## config.mk

```make
export PLATFORM = sky130hd
export DESIGN_NAME = acq_cycle_seq
export DESIGN_NICKNAME = d
export VERILOG_FILES = /design/src/rtl/acq_cycle_seq.sv
export SDC_FILE = /design/constraint.sdc
export NUM_CORES = 1
export LEC_CHECK = 0
export BUFFER_PORTS_ARGS = -buffer_cell sky130_fd_sc_hd__buf_2
export CAP_MARGIN = 30
export CORE_ASPECT_RATIO = 1.1
export CORE_UTILIZATION = 50
export CTS_BUF_LIST = sky130_fd_sc_hd__clkbuf_8
export DETAILED_ROUTE_END_ITERATION = 7
export HOLD_SLACK_MARGIN = 0.05
export PLACE_DENSITY = 0.76
export SETUP_SLACK_MARGIN = 0.15
export SLEW_MARGIN = 25
export SYNTH_ARGS = -nofsm -noshare
export SYNTH_HDL_FRONTEND = slang
export SYNTH_SLANG_ARGS = --single-unit
export TNS_END_PERCENT = 100
```

## constraint.sdc

```tcl
create_clock -name clk -period 2.4 [get_ports clk]
set_input_delay 0.48 -clock clk [delete_from_list [all_inputs] [get_ports clk]]
set_output_delay 0.48 -clock clk [all_outputs]
set_load 0.05 [all_outputs]
```

## src/rtl/acq_cycle_seq.sv

```systemverilog
module acq_cycle_seq #(
  parameter int NCH = 3,
  parameter int DW  = 16,
  parameter int WW  = 8
) (
  input  logic           clk,
  input  logic           rst_n,
  input  logic           trig_in,
  input  logic           spill_in,
  input  logic [NCH-1:0] busy_in,
  input  logic [NCH-1:0] busy_mask,
  input  logic           mode_sel,
  input  logic           spill_gate,
  input  logic [DW-1:0]  start_dly,
  input  logic [DW-1:0]  stop_dly,
  input  logic [DW-1:0]  period_cfg,
  input  logic [WW-1:0]  busy_win,
  output logic [NCH-1:0] start_o,
  output logic [NCH-1:0] stop_o,
  output logic           acq_active,
  output logic           pwr_en
);

  typedef enum logic [1:0] {S_IDLE, S_WAIT, S_ACQ, S_HOLD} state_t;

  state_t st;
  logic [DW-1:0] cnt;
  logic [DW-1:0] tmr;
  logic          run_busy;
  logic          start_q, stop_q, acq_q;

  // input synchronizers
  logic [2:0] trig_sr;
  logic [1:0] spill_sr;

  always_ff @(posedge clk or negedge rst_n) begin
    if (!rst_n) begin
      trig_sr  <= '0;
      spill_sr <= '0;
    end else begin
      trig_sr  <= {trig_sr[1:0], trig_in};
      spill_sr <= {spill_sr[0], spill_in};
    end
  end

  wire trig_rise = trig_sr[1] & ~trig_sr[2];
  wire spill_ok  = spill_sr[1];

  // per-branch busy detection: level or recent toggle
  logic [NCH-1:0] busy_ch;

  for (genvar g = 0; g < NCH; g++) begin : g_busy
    logic [2:0]    sr;
    logic [WW-1:0] quiet;
    wire lvl = sr[1];
    wire tog = sr[1] ^ sr[2];

    always_ff @(posedge clk or negedge rst_n) begin
      if (!rst_n) begin
        sr    <= '0;
        quiet <= '1;
      end else begin
        sr <= {sr[1:0], busy_in[g]};
        if (lvl | tog)
          quiet <= '0;
        else if (quiet != '1)
          quiet <= quiet + 1'b1;
      end
    end

    assign busy_ch[g] = lvl | (quiet < busy_win);
  end

  wire busy_any = |(busy_ch & ~busy_mask);

  // internal period generator for fixed-rate mode
  wire tmr_run = !mode_sel && (period_cfg != '0);
  wire tick    = tmr_run && (tmr >= period_cfg - 1'b1);

  always_ff @(posedge clk or negedge rst_n) begin
    if (!rst_n)
      tmr <= '0;
    else if (!tmr_run || tick)
      tmr <= '0;
    else
      tmr <= tmr + 1'b1;
  end

  wire go      = trig_rise | tick;
  wire go_gate = mode_sel ? spill_ok : (!spill_gate || spill_ok);

  // cycle sequencer
  always_ff @(posedge clk or negedge rst_n) begin
    if (!rst_n) begin
      st       <= S_IDLE;
      cnt      <= '0;
      run_busy <= 1'b0;
      start_q  <= 1'b0;
      stop_q   <= 1'b0;
      acq_q    <= 1'b0;
    end else begin
      start_q <= 1'b0;
      stop_q  <= 1'b0;
      case (st)
        S_IDLE: begin
          if (go && go_gate) begin
            st       <= S_WAIT;
            cnt      <= start_dly;
            run_busy <= mode_sel;
          end
        end
        S_WAIT: begin
          if (cnt == '0) begin
            st      <= S_ACQ;
            start_q <= 1'b1;
            acq_q   <= 1'b1;
            cnt     <= stop_dly;
          end else begin
            cnt <= cnt - 1'b1;
          end
        end
        S_ACQ: begin
          if (run_busy) begin
            if (!mode_sel) begin
              st     <= S_IDLE;
              stop_q <= 1'b1;
              acq_q  <= 1'b0;
            end else if (busy_any) begin
              st     <= S_HOLD;
              stop_q <= 1'b1;
              acq_q  <= 1'b0;
            end
          end else if (cnt == '0) begin
            st     <= S_IDLE;
            stop_q <= 1'b1;
            acq_q  <= 1'b0;
          end else begin
            cnt <= cnt - 1'b1;
          end
        end
        S_HOLD: begin
          if (!mode_sel) begin
            st <= S_IDLE;
          end else if (!busy_any && spill_ok) begin
            st      <= S_ACQ;
            start_q <= 1'b1;
            acq_q   <= 1'b1;
          end
        end
        default: st <= S_IDLE;
      endcase
    end
  end

  assign start_o    = {NCH{start_q}};
  assign stop_o     = {NCH{stop_q}};
  assign acq_active = acq_q;
  assign pwr_en     = acq_q;

  assert_strobe_single_R2: assert property (@(posedge clk) disable iff (!rst_n)
    start_q |=> !start_q);

  assert_stop_ends_acq_R3: assert property (@(posedge clk) disable iff (!rst_n)
    stop_q |-> (!acq_q && $past(acq_q)));

  assert_start_opens_R10: assert property (@(posedge clk) disable iff (!rst_n)
    $rose(acq_q) |-> start_q);

  assert_fixed_ignores_busy_R1: assert property (@(posedge clk) disable iff (!rst_n)
    ($fell(acq_q) && !run_busy) |-> $past(cnt == '0));

  assert_busy_stop_R6: assert property (@(posedge clk) disable iff (!rst_n)
    ($fell(acq_q) && run_busy && $past(mode_sel)) |-> $past(busy_any));

  assert_restart_gated_R7: assert property (@(posedge clk) disable iff (!rst_n)
    ($rose(acq_q) && $past(st == S_HOLD)) |-> $past(spill_ok && !busy_any));

endmodule

```

==> results of run 1 <==
layer usage:
layer	part of all wire	global-route usage	vias up
li1	-	-	2255
met4	0.025	0.113	0
met1	0.43	0.294	2266
met2	0.51	0.443	120
met5	0	0	-
met3	0.038	0.0435	32
cells by family after synthesis:
| group | share of synthesized area |
|---|---|
| XOR/XNOR | 0.0773 |
| multiplexers | 0.0510 |
| adder cells (fa/ha/maj) | 0.120 |
| buffers and inverters | 0.0390 |
| AO/OA/AOI/OAI | 0.135 |
| AND/OR/NAND/NOR | 0.198 |
| flip-flops | 0.379 |
path summary, 6_finish.rpt:
kind,from,to,slack [ns],cells past startpoint
worst max register to register,tmr[2]$_DFF_PN0_,cnt[5]$_DFFE_PN0P_,-0.27,9
worst min-delay path,trig_in,trig_sr[0]$_DFF_PN0_,0.23,1
max in group asynchronous,rst_n,g_busy[2].quiet[0]$_DFFE_PN1P_,1.09,4
worst max-delay path,period_cfg[2],cnt[5]$_DFFE_PN0P_,-0.81,16
min in group asynchronous,rst_n,g_busy[1].sr[1]$_DFF_PN0_,0.54,2
worst min register to register,spill_sr[0]$_DFF_PN0_,spill_sr[1]$_DFF_PN0_,0.35,0
sequential cells by signal, indices dropped and copies added, names as in the netlist:
name / cells
g_busy.quiet: 24
cnt: 16
tmr: 16
g_busy.sr: 9
trig_sr: 3
spill_sr: 2
st: 2
acq_active: 1
run_busy: 1
start_q: 1
stop_q: 1
metrics by stage:
| step | hold WS (ns) | worst slack (ns) |
|---|---|---|
| floorplan | 0.184 | -0.931 |
| global placement | 0.332 | -1.59 |
| detailed placement | 0.335 | -1.61 |
| CTS | 0.215 | -0.798 |
| global route | 0.214 | -0.928 |
| finish | 0.227 | -0.812 |
worst reg2reg max path: cells and delay by family (launching register included):
| family | cells | cell delay (ns) |
|---|---|---|
| muxes | 1 | 0.34 |
| AOI/OAI and AO/OA | 5 | 1.25 |
| adders and majority gates | 1 | 0.30 |
| DFF | 1 | 0.40 |
| and+or+nand+nor | 1 | 0.06 |
| buffers and inverters | 1 | 0.21 |
cells in the final DEF (no fill, tap or decap), drive strengths merged, types with 17 or more instances in the layout:
master,Yosys,final
dfstp,24,24
xor2,21,21
nor2,66,66
o21ai,22,22
ha,49,49
buf,10,166
a21oi,29,29
mux2,18,18
dfrtp,52,52
nand3,26,26
inv,23,25
nor3,17,17
nand2,31,32
xnor2,24,24
final cells by class:
class	instances	area [um^2]	area share
Clock buffer	10	138	0.0204
Multi-Input combinational cell	419	3230	0.479
Sequential cell	76	1930	0.287
Tap cell	120	150	0.0223
Inverter	23	91.3	0.0136
Clock inverter	6	80.1	0.0119
Timing Repair Buffer	167	1120	0.166
power groups by stage:
stage	logic, mW	registers [mW]	clock network (mW)
after global routing	2.99	1.69	1.16
after global placement	2.37	1.68	0
after floorplan	1.71	1.74	0
after CTS	2.62	1.67	1.10
after detailed placement	2.50	1.69	0
final	2.76	1.67	1.08
repair_timing:
item	CTS	global route
buffers inserted	8	7
gates resized for setup	42	11
hold endpoints to repair	0	9
pin swaps	10	9
hold buffers	0	1
endpoints found under the setup margin	36	36
gates cloned	1	0
==> impl_metrics.py, run 1 <==
metrics = {
    "cts": {
        "htree_num_levels": 3,
        "clk_latency_ns": 0.35,
        "clockBufferDepth": 2,
        "clkSlewWorstSetupHoldPaths_ns": 0.08,
        "clockRootBuffer": "clkbuf_8",
        "cts_tree": "built",
        "cts_made_buffers": 9,
        "cts_sinks": 76,
    },
    "finish": {
        "stdcell_count": 821,
        "fin_util": 0.682,
        "fillers": 777,
        "final_nets": 813,
        "final_area_um2": 6740,
        "syn2layout_area_growth_pct": 32.2,
        "layout-drive-gt1-share": 0.384,
        "diodes": 0,
    },
    "pwr": {
        "p_clk_frac": 0.196,
        "power.density_nw_per_um2": 817,
        "p_switching_mw": 1.98,
        "pwr-share-comb": 0.500,
        "p_sw_frac": 0.359,
        "intPower_mw": 3.53,
        "ir_worst_vdd_uv": 894,
        "power_mw": 5.51,
        "power_frac_seq": 0.303,
        "leakage_nw": 3.16,
    },
    "setup_path": {
        "critPathRequiredTime_ns": 2.64,
        "critPathTopFamily": "simple AND/OR/NAND/NOR gates",
        "path_buf_inv": 3,
        "crit_chain": "buf_6 -> nor2_4 -> nand3_2 -> or3_4 -> nor3_4 -> nand2b_1 -> buf_4 -> nor2_1 -> xnor2_1 -> ha_1 -> nand2_1 -> o41ai_4 -> a211oi_2 -> a211oi_4 -> buf_6 -> mux2_2",
        "endpoint_kind": "register",
        "crit_top_cell": "buf_6",
        "worst_path_max_delay_cell": "or3_4",
        "max_stage_delay_ns": 0.37,
        "cp_max_fo": 8,
        "cp.arrival_ns": 3.45,
        "startpoint_type": "input port",
        "worst-setup-path-type": "input port to register",
    },
    "timing": {
        "finalHoldViolations": 0,
        "rsz0062_at_grt": "yes",
        "worst_slack_ns": -0.812,
        "setup_violations": 35,
        "slew_headroom": 0.710,
        "worstMarginPinSlew_ns": 0.431,
        "report.final.slew_viol_count": 0,
        "skew_ns": 0.00756,
        "min_period_ns": 3.21,
        "fin_crit_sh": 1.34,
        "tns_ns": -20.64,
        "clock.fmax_mhz": 311,
    },
    "die": {
        "ios": 76,
        "die-area_um2": 10600,
        "die_w_um": 98.3,
        "rows": 38,
        "core_area_um2": 9890,
        "start_util": 0.516,
        "die_h_um": 108,
    },
    "detailed_routing": {
        "drt_iter0_drc": 180,
        "finalWirelength_um": 12900,
        "vias_per_cell": 5.69,
        "postRouteAntennaNets": 0,
        "dr.pass1.iters": 7,
        "vias": 4673,
        "routedWlPerCell_um": 15.7,
        "drc_errors": 3,
    },
    "place": {
        "gp_congestion": 0.889,
        "hpwlAfterDp_um": 9040,
        "placedInstanceArea_um2": 6110,
        "dpl.cell_count": 786,
        "portBuffers": 75,
    },
    "run_status": {
        "failed_checks": "DRC, setup timing",
        "outcome": "finished, violations left",
    },
    "synth": {
        "ys_warn_count": 0,
        "synth_common_cells": "nor2_1, dfrtp_1, ha_1",
        "ys_types": 56,
        "synth_edf_count": 0,
        "synth.avg_cell_area_um2": 9.53,
        "synth_top_area_frac": 0.255,
        "yosysSeqAreaShare": 0.379,
        "syn_area_um2": 5100,
        "yosysMostFrequentCell": "nor2_1",
        "synth_ff_type": "dfrtp_1",
        "syn_nets": 652,
        "yosys.area.top_type": "dfrtp_1",
        "syn_inst": 535,
        "synthTopCellsByArea": "dfrtp_1, dfstp_2, ha_1",
        "synth_seq_cells": 76,
        "async_flop_share": 1.00,
    },
    "job": {
        "maxCapViolCount": 0,
    },
    "grt": {
        "grt_pass1_wl_um": 21000,
        "grt_pass1_vias": 4628,
        "grt_overflow_total": 0,
        "grt_use_total": 0.249,
        "grt_max_degree": 74,
        "antenna_found_initial": 0,
    },
    "worst_hold_path": {
        "min_path_type": "input port to register",
    },
}
Note: power is estimated with default switching activity, not from simulation.
==> run 2, diff against run 1 <==
--- a/config.mk
+++ b/config.mk
@@ -12,7 +12,9 @@
 export CTS_BUF_LIST = sky130_fd_sc_hd__clkbuf_8
 export DETAILED_ROUTE_END_ITERATION = 7
 export HOLD_SLACK_MARGIN = 0.05
+export MAX_ROUTING_LAYER = met4
 export PLACE_DENSITY = 0.76
+export RECOVER_POWER = 50
 export SETUP_SLACK_MARGIN = 0.15
 export SLEW_MARGIN = 25
 export SYNTH_ARGS = -nofsm -noshare
==> impl_metrics.py, run 2 (synthesized netlist as in run 1, its figures left out) <==
metrics = {
    "detailed_routing": {
        "drt_iter0_drc": 188,
        "dr.pass1.iters": 7,
        "vias_per_cell": 5.73,
        "finalWirelength_um": 12900,
        "drc_errors": 3,
        "postRouteAntennaNets": 0,
        "vias": 4706,
        "routedWlPerCell_um": 15.7,
    },
    "finish": {
        "syn2layout_area_growth_pct": 31.6,
        "final_area_um2": 6710,
        "final_nets": 813,
        "largest_register_ffs": 24,
        "final_common_cell": "buf_4",
        "final_cell_mix": "buf_4, buf_2, nor2_1",
        "top_register": "g_busy.quiet",
        "reg.largest.list": "g_busy.quiet: 24 flops, cnt: 16 flops, tmr: 16 flops",
        "layout-drive-gt1-share": 0.381,
        "diodes": 0,
        "stdcell_count": 821,
        "fin_util": 0.679,
    },
    "worst_hold_path": {
        "min_path_type": "input port to register",
    },
    "pwr": {
        "leakage_nw": 3.14,
        "power_mw": 5.51,
        "power.density_nw_per_um2": 820,
        "ir_worst_vdd_uv": 899,
    },
    "job": {
        "maxCapViolCount": 0,
    },
    "timing": {
        "report.final.slew_viol_count": 0,
        "holdWs_ns": 0.228,
        "worstMarginPinSlew_ns": 0.957,
        "rsz0062_at_grt": "yes",
        "finalHoldViolations": 0,
        "fin_crit_sh": 1.34,
        "setup_violations": 35,
        "min_period_ns": 3.21,
        "tns_ns": -20.50,
        "worst_slack_ns": -0.809,
        "clock.fmax_mhz": 312,
        "slew_headroom": 0.362,
        "skew_ns": 0.00928,
    },
    "cts": {
        "clockBufferDepth": 2,
        "cts_tree": "built",
        "htree_num_levels": 3,
        "clk_latency_ns": 0.36,
        "clockRootBuffer": "clkbuf_8",
        "cts_made_buffers": 9,
        "cts_sinks": 76,
        "clkSlewWorstSetupHoldPaths_ns": 0.08,
    },
    "grt": {
        "grt_overflow_total": 0,
        "grt_use_total": 0.256,
        "grt_pass1_wl_um": 21000,
        "antenna_found_initial": 0,
        "grt_max_degree": 74,
        "grt_pass1_vias": 4631,
    },
    "setup_path": {
        "r2r_end": "cnt[5]$_DFFE_PN0P_",
        "cp_max_fo": 8,
        "critPathRequiredTime_ns": 2.64,
        "reg2regPathDepth": 9,
        "crit_top_cell": "buf_6",
        "worst_path_max_delay_cell": "or3_4",
        "critical_path.endpoint": "cnt[5]$_DFFE_PN0P_",
        "worst-setup-path-type": "input port to register",
        "cp-startpoint": "period_cfg[2]",
        "crit_chain": "buf_6 -> nor2_4 -> nand3_2 -> or3_4 -> nor3_4 -> nand2b_1 -> buf_4 -> nor2_1 -> xnor2_1 -> ha_1 -> nand2_1 -> o41ai_4 -> a211oi_2 -> a211oi_4 -> buf_6 -> mux2_2",
        "endpoint_kind": "register",
        "critPathTopFamily": "simple AND/OR/NAND/NOR gates",
        "r2r-start": "tmr[2]$_DFF_PN0_",
        "startpoint_type": "input port",
        "path_buf_inv": 3,
        "rrSetupSlack_ns": -0.28,
        "max_stage_delay_ns": 0.37,
        "cp.arrival_ns": 3.45,
        "crit_cells": 16,
    },
    "place": {
        "dpl.cell_count": 786,
        "portBuffers": 75,
        "gp_congestion": 0.904,
        "placedInstanceArea_um2": 6110,
        "pre_cts_ws_ns": -1.61,
        "hpwlAfterDp_um": 9040,
    },
    "die": {
        "die_w_um": 98.3,
        "die_h_um": 108,
        "start_util": 0.516,
        "die-area_um2": 10600,
        "core_area_um2": 9890,
        "rows": 38,
        "ios": 76,
    },
    "run_status": {
        "failed_checks": "DRC, setup timing",
        "outcome": "finished, violations left",
    },
}
==> run 2: worst min path at each step <==
stage	start	end	cells after the start
global placement	trig_sr[0]$_DFF_PN0_	trig_sr[1]$_DFF_PN0_	0
global route	trig_in	trig_sr[0]$_DFF_PN0_	1
CTS	trig_in	trig_sr[0]$_DFF_PN0_	1
floorplan	rst_n	acq_active$_DFFE_PN0P_	0
detailed placement	spill_sr[0]$_DFF_PN0_	spill_sr[1]$_DFF_PN0_	0
finish	trig_in	trig_sr[0]$_DFF_PN0_	1
==> run 2: repair_timing <==
action,CTS,global route
endpoints found under the setup margin,36,36
pin swaps,10,9
hold buffers,0,1
cloned,1,0
hold endpoints to repair,0,9
gates resized for setup,42,11
buffers inserted,8,7
==> run 2: cell type report <==
cell class                 instances  area (um^2)
multi-input combinational        419         3230
fill                             777         3180
sequential                        76         1930
timing repair buffer             167         1090
tap                              120          150
clock buffer                      10          138
inverter                          23         91.3
clock inverter                     6         80.1
==> run 2: layer usage <==
metal / part of all wire / track usage / wire [um] / vias to the layer above
li1: - / - / - / 2254
met1: 0.42 / 0.296 / 5460 / 2279
met2: 0.51 / 0.441 / 6550 / 140
met3: 0.043 / 0.0422 / 554 / 33
met4: 0.023 / 0.114 / 297 / 0
met5: 0 / - / 0 / -
==> run 2: report_power, final <==
part | internal [mW] | leakage (nW) | switching [mW] | total, mW
logic | 1.42 | 2.13 | 1.33 | 2.75
registers | 1.50 | 0.897 | 0.172 | 1.67
clock network | 0.605 | 0.115 | 0.479 | 1.08
